**src/rtl/cm_pkg.sv**
```systemverilog
package cm_pkg;
  localparam int OP_W = 2;
  typedef enum logic [OP_W-1:0] {
    OP_INC  = 2'b00,
    OP_DEC  = 2'b01,
    OP_JZ   = 2'b10,
    OP_HALT = 2'b11
  } cm_op_e;
endpackage

```
**src/rtl/cm_prog_store.sv**
```systemverilog
module cm_prog_store #(
  parameter int DEPTH  = 16,
  parameter int WORD_W = 9,
  localparam int AW    = $clog2(DEPTH)
) (
  input  logic              clk_i,
  input  logic              we_i,
  input  logic [AW-1:0]     waddr_i,
  input  logic [WORD_W-1:0] wdata_i,
  input  logic [AW-1:0]     raddr_i,
  output logic [WORD_W-1:0] rdata_o
);
  logic [WORD_W-1:0] mem_q [DEPTH];

  always_ff @(posedge clk_i) begin
    if (we_i) mem_q[waddr_i] <= wdata_i;
  end

  assign rdata_o = mem_q[raddr_i];
endmodule

```
**src/rtl/cm_counter_bank.sv**
```systemverilog
module cm_counter_bank #(
  parameter int NUM_REGS = 8,
  parameter int REG_W    = 8,
  localparam int IW      = $clog2(NUM_REGS)
) (
  input  logic             clk_i,
  input  logic             rst_ni,
  input  logic             clr_flags_i,
  input  logic             inc_en_i,
  input  logic             dec_en_i,
  input  logic [IW-1:0]    idx_i,
  output logic             zero_o,
  input  logic             ld_we_i,
  input  logic [IW-1:0]    ld_addr_i,
  input  logic [REG_W-1:0] ld_data_i,
  input  logic [IW-1:0]    rd_addr_i,
  output logic [REG_W-1:0] rd_data_o,
  output logic             ovf_o,
  output logic             udf_o
);
  localparam logic [REG_W-1:0] MAX_V = '1;

  logic [REG_W-1:0] cnt_q [NUM_REGS];
  logic [REG_W-1:0] sel_v;
  logic             at_max, at_zero;
  logic             ovf_q, udf_q;

  assign sel_v   = cnt_q[idx_i];
  assign at_max  = (sel_v == MAX_V);
  assign at_zero = (sel_v == '0);
  assign zero_o  = at_zero;
  assign rd_data_o = cnt_q[rd_addr_i];

  for (genvar g = 0; g < NUM_REGS; g++) begin : g_cnt
    logic hit;
    assign hit = (idx_i == IW'(g));
    always_ff @(posedge clk_i or negedge rst_ni) begin
      if (!rst_ni)                                  cnt_q[g] <= '0;
      else if (ld_we_i && ld_addr_i == IW'(g))      cnt_q[g] <= ld_data_i;
      else if (inc_en_i && hit && !at_max)          cnt_q[g] <= cnt_q[g] + REG_W'(1);
      else if (dec_en_i && hit && !at_zero)         cnt_q[g] <= cnt_q[g] - REG_W'(1);
    end

    a_r3_inc_adds_one: assert property (@(posedge clk_i) disable iff (!rst_ni)
      (inc_en_i && hit && cnt_q[g] != MAX_V && !ld_we_i) |=> cnt_q[g] == $past(cnt_q[g]) + REG_W'(1));
    a_r4_dec_subs_one: assert property (@(posedge clk_i) disable iff (!rst_ni)
      (dec_en_i && hit && cnt_q[g] != '0 && !ld_we_i) |=> cnt_q[g] == $past(cnt_q[g]) - REG_W'(1));
    a_r7_dec_floor: assert property (@(posedge clk_i) disable iff (!rst_ni)
      (dec_en_i && hit && cnt_q[g] == '0 && !ld_we_i) |=> (cnt_q[g] == '0) && udf_q);
    a_r8_inc_ceiling: assert property (@(posedge clk_i) disable iff (!rst_ni)
      (inc_en_i && hit && cnt_q[g] == MAX_V && !ld_we_i) |=> (cnt_q[g] == MAX_V) && ovf_q);
    a_r10_hold: assert property (@(posedge clk_i) disable iff (!rst_ni)
      (!inc_en_i && !dec_en_i && !(ld_we_i && ld_addr_i == IW'(g))) |=> $stable(cnt_q[g]));
  end

  always_ff @(posedge clk_i or negedge rst_ni) begin
    if (!rst_ni) begin
      ovf_q <= 1'b0;
      udf_q <= 1'b0;
    end else if (clr_flags_i) begin
      ovf_q <= 1'b0;
      udf_q <= 1'b0;
    end else begin
      if (inc_en_i && at_max)  ovf_q <= 1'b1;
      if (dec_en_i && at_zero) udf_q <= 1'b1;
    end
  end

  assign ovf_o = ovf_q;
  assign udf_o = udf_q;
endmodule

```
**src/rtl/cm_sequencer.sv**
```systemverilog
module cm_sequencer
  import cm_pkg::*;
#(
  parameter int ADDR_W = 4,
  parameter int STEP_W = 16
) (
  input  logic              clk_i,
  input  logic              rst_ni,
  input  logic              start_i,
  input  logic [ADDR_W-1:0] start_addr_i,
  input  cm_op_e            op_i,
  input  logic [ADDR_W-1:0] tgt_i,
  input  logic              zero_i,
  output logic [ADDR_W-1:0] pc_o,
  output logic              running_o,
  output logic              halted_o,
  output logic [STEP_W-1:0] steps_o,
  output logic              clr_o
);
  logic [ADDR_W-1:0] pc_q;
  logic              run_q, halt_q;
  logic [STEP_W-1:0] steps_q;
  logic              launch;

  assign launch = start_i && !run_q;

  always_ff @(posedge clk_i or negedge rst_ni) begin
    if (!rst_ni) begin
      pc_q    <= '0;
      run_q   <= 1'b0;
      halt_q  <= 1'b0;
      steps_q <= '0;
    end else if (launch) begin
      pc_q    <= start_addr_i;
      run_q   <= 1'b1;
      halt_q  <= 1'b0;
      steps_q <= '0;
    end else if (run_q) begin
      steps_q <= steps_q + STEP_W'(1);
      unique case (op_i)
        OP_HALT: begin
          run_q  <= 1'b0;
          halt_q <= 1'b1;
        end
        OP_JZ:   pc_q <= zero_i ? tgt_i : pc_q + ADDR_W'(1);
        default: pc_q <= pc_q + ADDR_W'(1);
      endcase
    end
  end

  assign pc_o      = pc_q;
  assign running_o = run_q;
  assign halted_o  = halt_q;
  assign steps_o   = steps_q;
  assign clr_o     = launch;

  a_r2_start_loads_pc: assert property (@(posedge clk_i) disable iff (!rst_ni)
    launch |=> run_q && !halt_q && pc_q == $past(start_addr_i) && steps_q == '0);
  a_r5_jz_taken: assert property (@(posedge clk_i) disable iff (!rst_ni)
    (run_q && op_i == OP_JZ && zero_i) |=> pc_q == $past(tgt_i));
  a_r5_jz_fall: assert property (@(posedge clk_i) disable iff (!rst_ni)
    (run_q && op_i == OP_JZ && !zero_i) |=> pc_q == $past(pc_q) + ADDR_W'(1));
  a_r6_halt_holds: assert property (@(posedge clk_i) disable iff (!rst_ni)
    (halt_q && !start_i) |=> halt_q && $stable(pc_q) && $stable(steps_q));
  a_r6_exclusive: assert property (@(posedge clk_i) disable iff (!rst_ni)
    !(run_q && halt_q));
  a_r9_step_count: assert property (@(posedge clk_i) disable iff (!rst_ni)
    run_q |=> steps_q == $past(steps_q) + STEP_W'(1));
endmodule

```
**src/rtl/cm_core.sv**
```systemverilog
module cm_core
  import cm_pkg::*;
#(
  parameter int NUM_REGS   = 8,
  parameter int REG_W      = 8,
  parameter int PROG_DEPTH = 16,
  parameter int STEP_W     = 16,
  localparam int ADDR_W    = $clog2(PROG_DEPTH),
  localparam int RIDX_W    = $clog2(NUM_REGS),
  localparam int INSN_W    = OP_W + RIDX_W + ADDR_W
) (
  input  logic              clk_i,
  input  logic              rst_ni,
  input  logic              start_i,
  input  logic [ADDR_W-1:0] start_addr_i,
  input  logic              prog_we_i,
  input  logic [ADDR_W-1:0] prog_addr_i,
  input  logic [INSN_W-1:0] prog_data_i,
  input  logic              reg_we_i,
  input  logic [RIDX_W-1:0] reg_waddr_i,
  input  logic [REG_W-1:0]  reg_wdata_i,
  input  logic [RIDX_W-1:0] reg_raddr_i,
  output logic [REG_W-1:0]  reg_rdata_o,
  output logic [ADDR_W-1:0] pc_o,
  output logic              halted_o,
  output logic [STEP_W-1:0] steps_o,
  output logic              ovf_o,
  output logic              udf_o
);
  logic [INSN_W-1:0] insn;
  cm_op_e            op;
  logic [RIDX_W-1:0] ridx;
  logic [ADDR_W-1:0] tgt, pc;
  logic              running, zero, clr;

  // R11 field layout: opcode | counter index | target
  assign op   = cm_op_e'(insn[INSN_W-1 -: OP_W]);
  assign ridx = insn[ADDR_W +: RIDX_W];
  assign tgt  = insn[ADDR_W-1:0];

  cm_prog_store #(.DEPTH(PROG_DEPTH), .WORD_W(INSN_W)) i_store (
    .clk_i   (clk_i),
    .we_i    (prog_we_i && !running),
    .waddr_i (prog_addr_i),
    .wdata_i (prog_data_i),
    .raddr_i (pc),
    .rdata_o (insn)
  );

  cm_counter_bank #(.NUM_REGS(NUM_REGS), .REG_W(REG_W)) i_bank (
    .clk_i       (clk_i),
    .rst_ni      (rst_ni),
    .clr_flags_i (clr),
    .inc_en_i    (running && op == OP_INC),
    .dec_en_i    (running && op == OP_DEC),
    .idx_i       (ridx),
    .zero_o      (zero),
    .ld_we_i     (reg_we_i && !running),
    .ld_addr_i   (reg_waddr_i),
    .ld_data_i   (reg_wdata_i),
    .rd_addr_i   (reg_raddr_i),
    .rd_data_o   (reg_rdata_o),
    .ovf_o       (ovf_o),
    .udf_o       (udf_o)
  );

  cm_sequencer #(.ADDR_W(ADDR_W), .STEP_W(STEP_W)) i_seq (
    .clk_i        (clk_i),
    .rst_ni       (rst_ni),
    .start_i      (start_i),
    .start_addr_i (start_addr_i),
    .op_i         (op),
    .tgt_i        (tgt),
    .zero_i       (zero),
    .pc_o         (pc),
    .running_o    (running),
    .halted_o     (halted_o),
    .steps_o      (steps_o),
    .clr_o        (clr)
  );

  assign pc_o = pc;

  a_r10_no_load_while_running: assert property (@(posedge clk_i) disable iff (!rst_ni)
    (running && op == OP_JZ) |=> $stable(reg_rdata_o) || $changed(reg_raddr_i));
endmodule

```
**config.mk**
```make
export PLATFORM = sky130hd
export DESIGN_NAME = cm_core
export DESIGN_NICKNAME = d
export VERILOG_FILES = /design/src/rtl/cm_pkg.sv /design/src/rtl/cm_prog_store.sv /design/src/rtl/cm_counter_bank.sv /design/src/rtl/cm_sequencer.sv /design/src/rtl/cm_core.sv
export SDC_FILE = /design/constraint.sdc
export NUM_CORES = 1
export LEC_CHECK = 0
export ABC_CLOCK_PERIOD_IN_PS = 11100
export BUFFER_PORTS_ARGS = -buffer_cell sky130_fd_sc_hd__clkbuf_2
export CORE_ASPECT_RATIO = 2
export CORE_MARGIN = 3
export CORE_UTILIZATION = 30
export CTS_BUF_LIST = sky130_fd_sc_hd__clkbuf_8
export CTS_CLUSTER_DIAMETER = 50
export DETAILED_ROUTE_END_ITERATION = 6
export SLEW_MARGIN = 20
export SYNTH_ARGS = -nofsm -noshare
export SYNTH_HDL_FRONTEND = slang
export SYNTH_SLANG_ARGS = --single-unit
```
**constraint.sdc**
```tcl
create_clock -name clk_i -period 11.1 [get_ports clk_i]
set_input_delay 2.22 -clock clk_i [delete_from_list [all_inputs] [get_ports clk_i]]
set_output_delay 2.22 -clock clk_i [all_outputs]
set_load 0.02 [all_outputs]
```
==> Word level (Yosys, flattened, before mapping) <==
Memory sizes are Yosys's and may differ from the RTL's.
Index checks and enable logic that the tools add are counted.
{ "word_totals": {"ff_bits": 88, "latchBits": 0, "ramBits": 144, "romBits": 0, "output_inout_bits": 31, "word_cells": 172, "n_memories": 1} }
{ "mem_list": {"columns": ["name", "words", "word_bits", "rd", "rd_clocked_by_memory_dff", "wr", "line", "source"], "rows": [
  ["i_store.mem_q", 16, 9, 1, 0, 1, "cm_prog_store.sv:13", "logic [WORD_W-1:0] mem_q [DEPTH];"]
]} }
{ "classes": {"add_sub_neg": 18, "multipliers": 0, "n_div": 0, "magnitude_cmp": 2, "eq_ne": 19, "shift": 0, "n_mux": 48, "n_bitwise": 2, "reduce_logical": 68} }
{ "op_table": {"columns": ["cell", "n"], "rows": [
  ["8-bit 2-to-1 mux", 28],
  ["8-bit by 1-bit adder with 8-bit output (second input constant)", 8],
  ["8-bit by 1-bit subtractor with 8-bit output (second input constant)", 8],
  ["8-bit binary-select mux with 3-bit select", 2],
  ["1-bit logical AND", 47],
  ["16-bit 2-to-1 mux", 2],
  ["3-bit equality test (second input constant)", 8],
  ["3-bit nonzero test", 8],
  ["16-bit by 1-bit adder with 16-bit output (second input constant)", 1],
  ["3-bit by 2-bit equality test with 1-bit output (second input constant)", 4],
  ["1-bit 2-to-1 mux", 12],
  ["4-bit 2-to-1 mux", 3],
  ["8-bit equality test (second input constant)", 1],
  ["4-bit greater-or-equal comparator (second input constant)", 2],
  ["8-bit logical NOT", 1],
  ["3-bit inverter with 4-bit output", 2],
  ["4-bit case mux with 2 select lines", 1],
  ["2-bit nonzero test", 4],
  ["3-bit by 1-bit equality test with 1-bit output (second input constant)", 2],
  ["3-bit logical NOT", 2],
  ["4-bit by 1-bit adder with 4-bit output (second input constant)", 1],
  ["2-bit equality test (second input constant)", 2],
  ["2-bit AND reduction", 2],
  ["1-bit logical NOT", 3],
  ["other kinds (3)", 3]
]} }

==> Logic depth before layout (Yosys ltp) <==
An unclocked memory read counts as a cell.
{ "logic_depth": {"depth_word": 11, "ltp_mapped": 26} }

==> Cells and area by module <==
A second synthesis with hierarchy kept.
{ "hier_totals": {"hier_cells": 1092, "hier_area_um2": 13508.0} }
{ "modules_own_cells": {"columns": ["mod", "instances", "cells_per_inst", "area_each_um2", "seq_area_each_um2"], "rows": [
  ["cm_counter_bank", 1, 729, 6745.2, 1651.6],
  ["cm_prog_store", 1, 245, 5600.4, 4324.1],
  ["cm_sequencer", 1, 114, 1128.6, 550.5],
  ["cm_core", 1, 4, 33.8, 0.0]
]} }

==> Worst setup path after synthesis <==
No wires, ideal clock.
{ "synth_path": {"path_kind": "input to output", "from": "in reg_raddr_i[1]", "to": "out reg_rdata_o[2]", "arrival_ns": 3.840, "t_required_ns": 8.880, "slack_ns": 5.040, "cell_stages": 4, "path_buffers": 2, "cell_sequence": "clkbuf_1 > buf_1 > mux4_2 > mux2_2"} }
{ "synth_via": {"elab_chain_len": 4} }
{ "synth_rtl": {"columns": ["item", "line", "source"], "rows": [
  ["start, declared", "cm_core.sv:22", "input logic [RIDX_W-1:0] reg_raddr_i,"],
  ["3-bit inverter with 4-bit output (not written as such)", "cm_counter_bank.sv:32", "assign rd_data_o = cnt_q[rd_addr_i];"],
  ["8-bit binary-select mux with 3-bit select", "cm_counter_bank.sv:32", null],
  ["8-bit 2-to-1 mux (not written as such) (2 in a row)", "cm_counter_bank.sv:32", null],
  ["end, declared", "cm_core.sv:23", "output logic [REG_W-1:0] reg_rdata_o,"]
]} }
No other way between the ends. The select of a mux whose other input is x is not followed.

==> Worst setup path in the final report <==
{ "layout_path": {"from": "reg i_seq.pc_q[1] (netlist: i_seq.pc_o[1])", "to": "reg i_bank.cnt_q[15] (netlist bit)"} }
{ "layout_via": {"elab_chain_len": 10} }
{ "layout_rtl": {"columns": ["item", "line", "source"], "rows": [
  ["start, declared", "cm_sequencer.sv:20", "logic [ADDR_W-1:0] pc_q;"],
  ["start signal, assigned", "cm_sequencer.sv:34", "pc_q <= start_addr_i;"],
  ["start signal, assigned", "cm_sequencer.sv:45", "OP_JZ: pc_q <= zero_i ? tgt_i : pc_q + ADDR_W'(1);"],
  ["start signal, assigned", "cm_sequencer.sv:46", "default: pc_q <= pc_q + ADDR_W'(1);"],
  ["memory read 16 x 9 bit (*)", null, null],
  ["3-bit inverter with 4-bit output (not written as such)", "cm_counter_bank.sv:28", "assign sel_v = cnt_q[idx_i];"],
  ["8-bit binary-select mux with 3-bit select", "cm_counter_bank.sv:28", null],
  ["8-bit 2-to-1 mux (not written as such) (2 in a row)", "cm_counter_bank.sv:28", null],
  ["8-bit equality test", "cm_counter_bank.sv:29", "assign at_max = (sel_v == MAX_V);"],
  ["1-bit logical NOT", "cm_counter_bank.sv:40", "else if (inc_en_i && hit && !at_max) cnt_q[g] <= cnt_q[g] + REG_W'(1);"],
  ["1-bit logical AND", "cm_counter_bank.sv:40", null],
  ["8-bit 2-to-1 mux", "cm_counter_bank.sv:40", null],
  ["8-bit 2-to-1 mux", "cm_counter_bank.sv:39", "else if (ld_we_i && ld_addr_i == IW'(g)) cnt_q[g] <= ld_data_i;"],
  ["end signal, assigned by index", "cm_counter_bank.sv:39", null],
  ["end signal, assigned by index", "cm_counter_bank.sv:40", null],
  ["end signal, assigned by index", "cm_counter_bank.sv:41", "else if (dec_en_i && hit && !at_zero) cnt_q[g] <= cnt_q[g] - REG_W'(1);"],
  ["end, declared", "cm_counter_bank.sv:23", "logic [REG_W-1:0] cnt_q [NUM_REGS];"]
]} }
Mark *: on every way between the ends. The rest lies on a longest branch, timed or not. The select of a mux whose other input is x is not followed.
A chain may end at the register's enable or synchronous reset.

==> flow_summary.ini <==
[grt]
antenna_found_initial = 2
first_global_vias = 9425
grt_start_max_net_pins = 57
overflow = 0
gr-usage-all-layers_pct = 16.1
grt_pass1_wl_um = 57100

[critical_path]
critical_path.top_delay_family = compound AO/OA/AOI/OAI gates
crit_required_ns = 11.55
crit_type = flop to flop
cp.arrival_ns = 7.40
slowest_delay_ns = 0.98
worstPathMaxFanout = 39
cp-end-kind = flop
slowest_stage = dfrtp_2
critPathBufInv = 0
worst_setup_path_start_kind = flop
critical_path.cell_chain = mux4_2 -> nand3_1 -> nand4_1 -> a21oi_1 -> a22oi_1 -> nand2_1 -> nor4b_4 -> a21oi_1 -> nand2_1 -> ha_1 -> a21o_1 -> a21o_1 -> a21o_1 -> a21oi_1 -> nor2b_1 -> o21ai_0 -> nand2b_1 -> and3_1 -> o211a_1 -> or3_1
rrSetupSlack_ns = 4.15

[synthesis]
postSynthAreaPerCell_um2 = 12.7
synth.most_common_cell = edfxtp_1
synth_cells = 1045
synth_edf_count = 144
postSynth.asyncResetShare_pct = 37.9
yosys-top-cells-area = edfxtp_1 (33%), dfrtp_1 (17%), mux4_2 (9.5%)
yosys_warnings = 0
synthMuxAreaShare_pct = 17.1
yosys.area_share.simple_pct = 9.84
ys_types = 64
synth_flop_cell = edfxtp_1
ys_ff_latch = 232
syn_area_um2 = 13200
yosysSeqAreaShare_pct = 49.3
yosys.area_share.adder_pct = 6.69
synth_top_family_by_area = multiplexers
synth_compound_area_share_pct = 11.4
synth_top_area_share_pct = 32.6
synth-xor-area-share_pct = 3.44
ys_top_cells_by_count = edfxtp_1 (144), nand2_1 (104), dfrtp_1 (88)
synth_top_cell_by_area = edfxtp_1
synth.net_count = 1147

[finish]
layout-drive-gt1-share_pct = 20.1
fin_nets = 1223
fin_util_pct = 34.2
seqCellArea_um2 = 6530
multiInputGateArea_um2 = 6430
n_fill_cell = 4301
areaGrowthSynthToFinish_pct = 12.3

[clocking]
post_cts_buffers = 0
cts_hold_buf = 0
clk_latency_ns = 0.57
root_buffer = clkbuf_8
cts-resized-gates = 0
cts_tree = yes
numClockSinks = 232
clk_pin_slew_ns = 0.08
cts_made_buffers = 37
cts_buffer_depth = 3
ctsHtreeMaxLevel = 2

[timing]
finalHoldViolCount = 0
max_freq_ghz = 0.144
finalMaxSlewViolations = 0
fin_setup_tns_ns = 0
fin_crit_ns = 6.95
worst_pin_slew_ns = 1.10
slew_headroom_pct = 26.7
setup_viol = 0
period_share_pct = 62.6
rsz0062_at_grt = false
skew_ns = 0.0382

[floorplanning]
ios = 67
die_w_um = 155
dieArea_um2 = 46900
fp-row-count = 108
die_h_um = 303
start_util_pct = 30.4
core-area_um2 = 43500

[placed_design]
post-dp-hpwl_um = 28100
portBuffers = 66
gp_congestion = 0.932

[run_status]
status = complete, no violations

[job]
maxCapViolCount = 0

[drt]
drt-initial-drc-count = 653
via_per_inst = 5.31
drc = 0
postRouteAntennaNets = 0
routed_wl_um = 37800
highest_layer = met5
firstDrtPassIters = 5
wl_met1_um = 13100
wire_per_inst_um = 22.2
dr_wl_met3_um = 1410
vias = 9027
dr_wl_met2_um = 20200

[pwr]
p_leak_nw = 5.50
ir_worst_vdd_mv = 0.126
cellPowerDensity_nw_per_um2 = 302
finalPower_mw = 4.49

[worst_hold_path]
hold_class = flop to flop
## worst paths after layout
path / start / to / depth (start not counted)
setup / recovery: i_seq.pc_o[1]$_DFFE_PN0P_ / i_bank.cnt_q[15]$_DFFE_PN0P_ / 20
hold / removal: i_seq.steps_o[15]$_DFFE_PN0P_ / i_seq.steps_o[15]$_DFFE_PN0P_ / 1
setup reg to reg: i_seq.pc_o[1]$_DFFE_PN0P_ / i_bank.cnt_q[15]$_DFFE_PN0P_ / 20
hold reg to reg: i_seq.steps_o[15]$_DFFE_PN0P_ / i_seq.steps_o[15]$_DFFE_PN0P_ / 1
max in group asynchronous: rst_ni / i_seq.pc_o[1]$_DFFE_PN0P_ / 2
min in group asynchronous: rst_ni / i_bank.cnt_q[51]$_DFFE_PN0P_ / 1
## cell type report
type / count / area share (%)
flip-flops and latches: 232 / 43.9
multi-input cells: 754 / 43.2
well taps: 550 / 4.62
clock buffers: 45 / 4.16
repair buffers: 83 / 3.09
clock inverters: 22 / 0.723
inverters: 13 / 0.328
diodes: 1 / 0.0168
## placed cells by master, fill, tap and decap left out, drive strengths merged, types with 4 or more instances in the layout
cell,n
a21o,29
nand2b,18
a211oi,9
fa,8
a221o,4
ha,58
nand2,104
inv,24
mux2,11
a22oi,16
or3,7
edfxtp,144
o211ai,5
mux2i,84
and3,12
mux4,56
o211a,4
nor2,50
clkinv,9
a22o,4
nor3,16
nand3,17
clkbuf,110
o21ai,66
nand4,6
a21oi,47
o21bai,12
nor2b,14
xor2,21
buf,18
dfrtp,88
nor4,5
xnor2,31
## cells by family (layout without fill, tap and decap cells)
logic type      after synthesis  in the layout
compound gates              218            218
simple gates                267            267
mux                         151            151
xor+xnor                     52             52
flops                       232            232
fa+ha+maj                    66             66
other cells                   0              1
buf+inv                      59            163
## routing by layer
layer  vias up  track usage, %
met5         -               0
met4         2            11.7
met3       135            2.52
met2       277            29.5
met1      4496            16.5
li1       4117               -
## registers in the layout (all words and copies together), names as in the netlist
| register | flops |
|---|---|
| i_bank.ovf_o | 1 |
| i_seq.running_o | 1 |
| i_seq.steps_o | 16 |
| i_bank.cnt_q | 64 |
| i_bank.udf_o | 1 |
| i_store.mem_q | 144 |
| i_seq.halted_o | 1 |
| i_seq.pc_o | 4 |
## metrics by stage
step	std cells	setup WS [ns]	area, µm²	hold slack [ns]
CTS	1699	4.16	14900	0.511
detailed placement	1632	4.16	14100	0.501
global route	1700	3.59	14900	0.535
floorplan	1045	5.04	13200	0.558
finish	1700	4.15	14900	0.504
global placement	1632	4.31	14100	0.483
## where the power goes
part | internal, mW | total, mW | switching, mW | leakage (nW)
registers | 1.06 | 1.37 | 0.301 | 2.34
logic | 1.07 | 2.40 | 1.32 | 2.76
clock network | 0.371 | 0.729 | 0.357 | 0.409
total | 2.51 | 4.49 | 1.98 | 5.50
(Power assumes the default switching activity.)
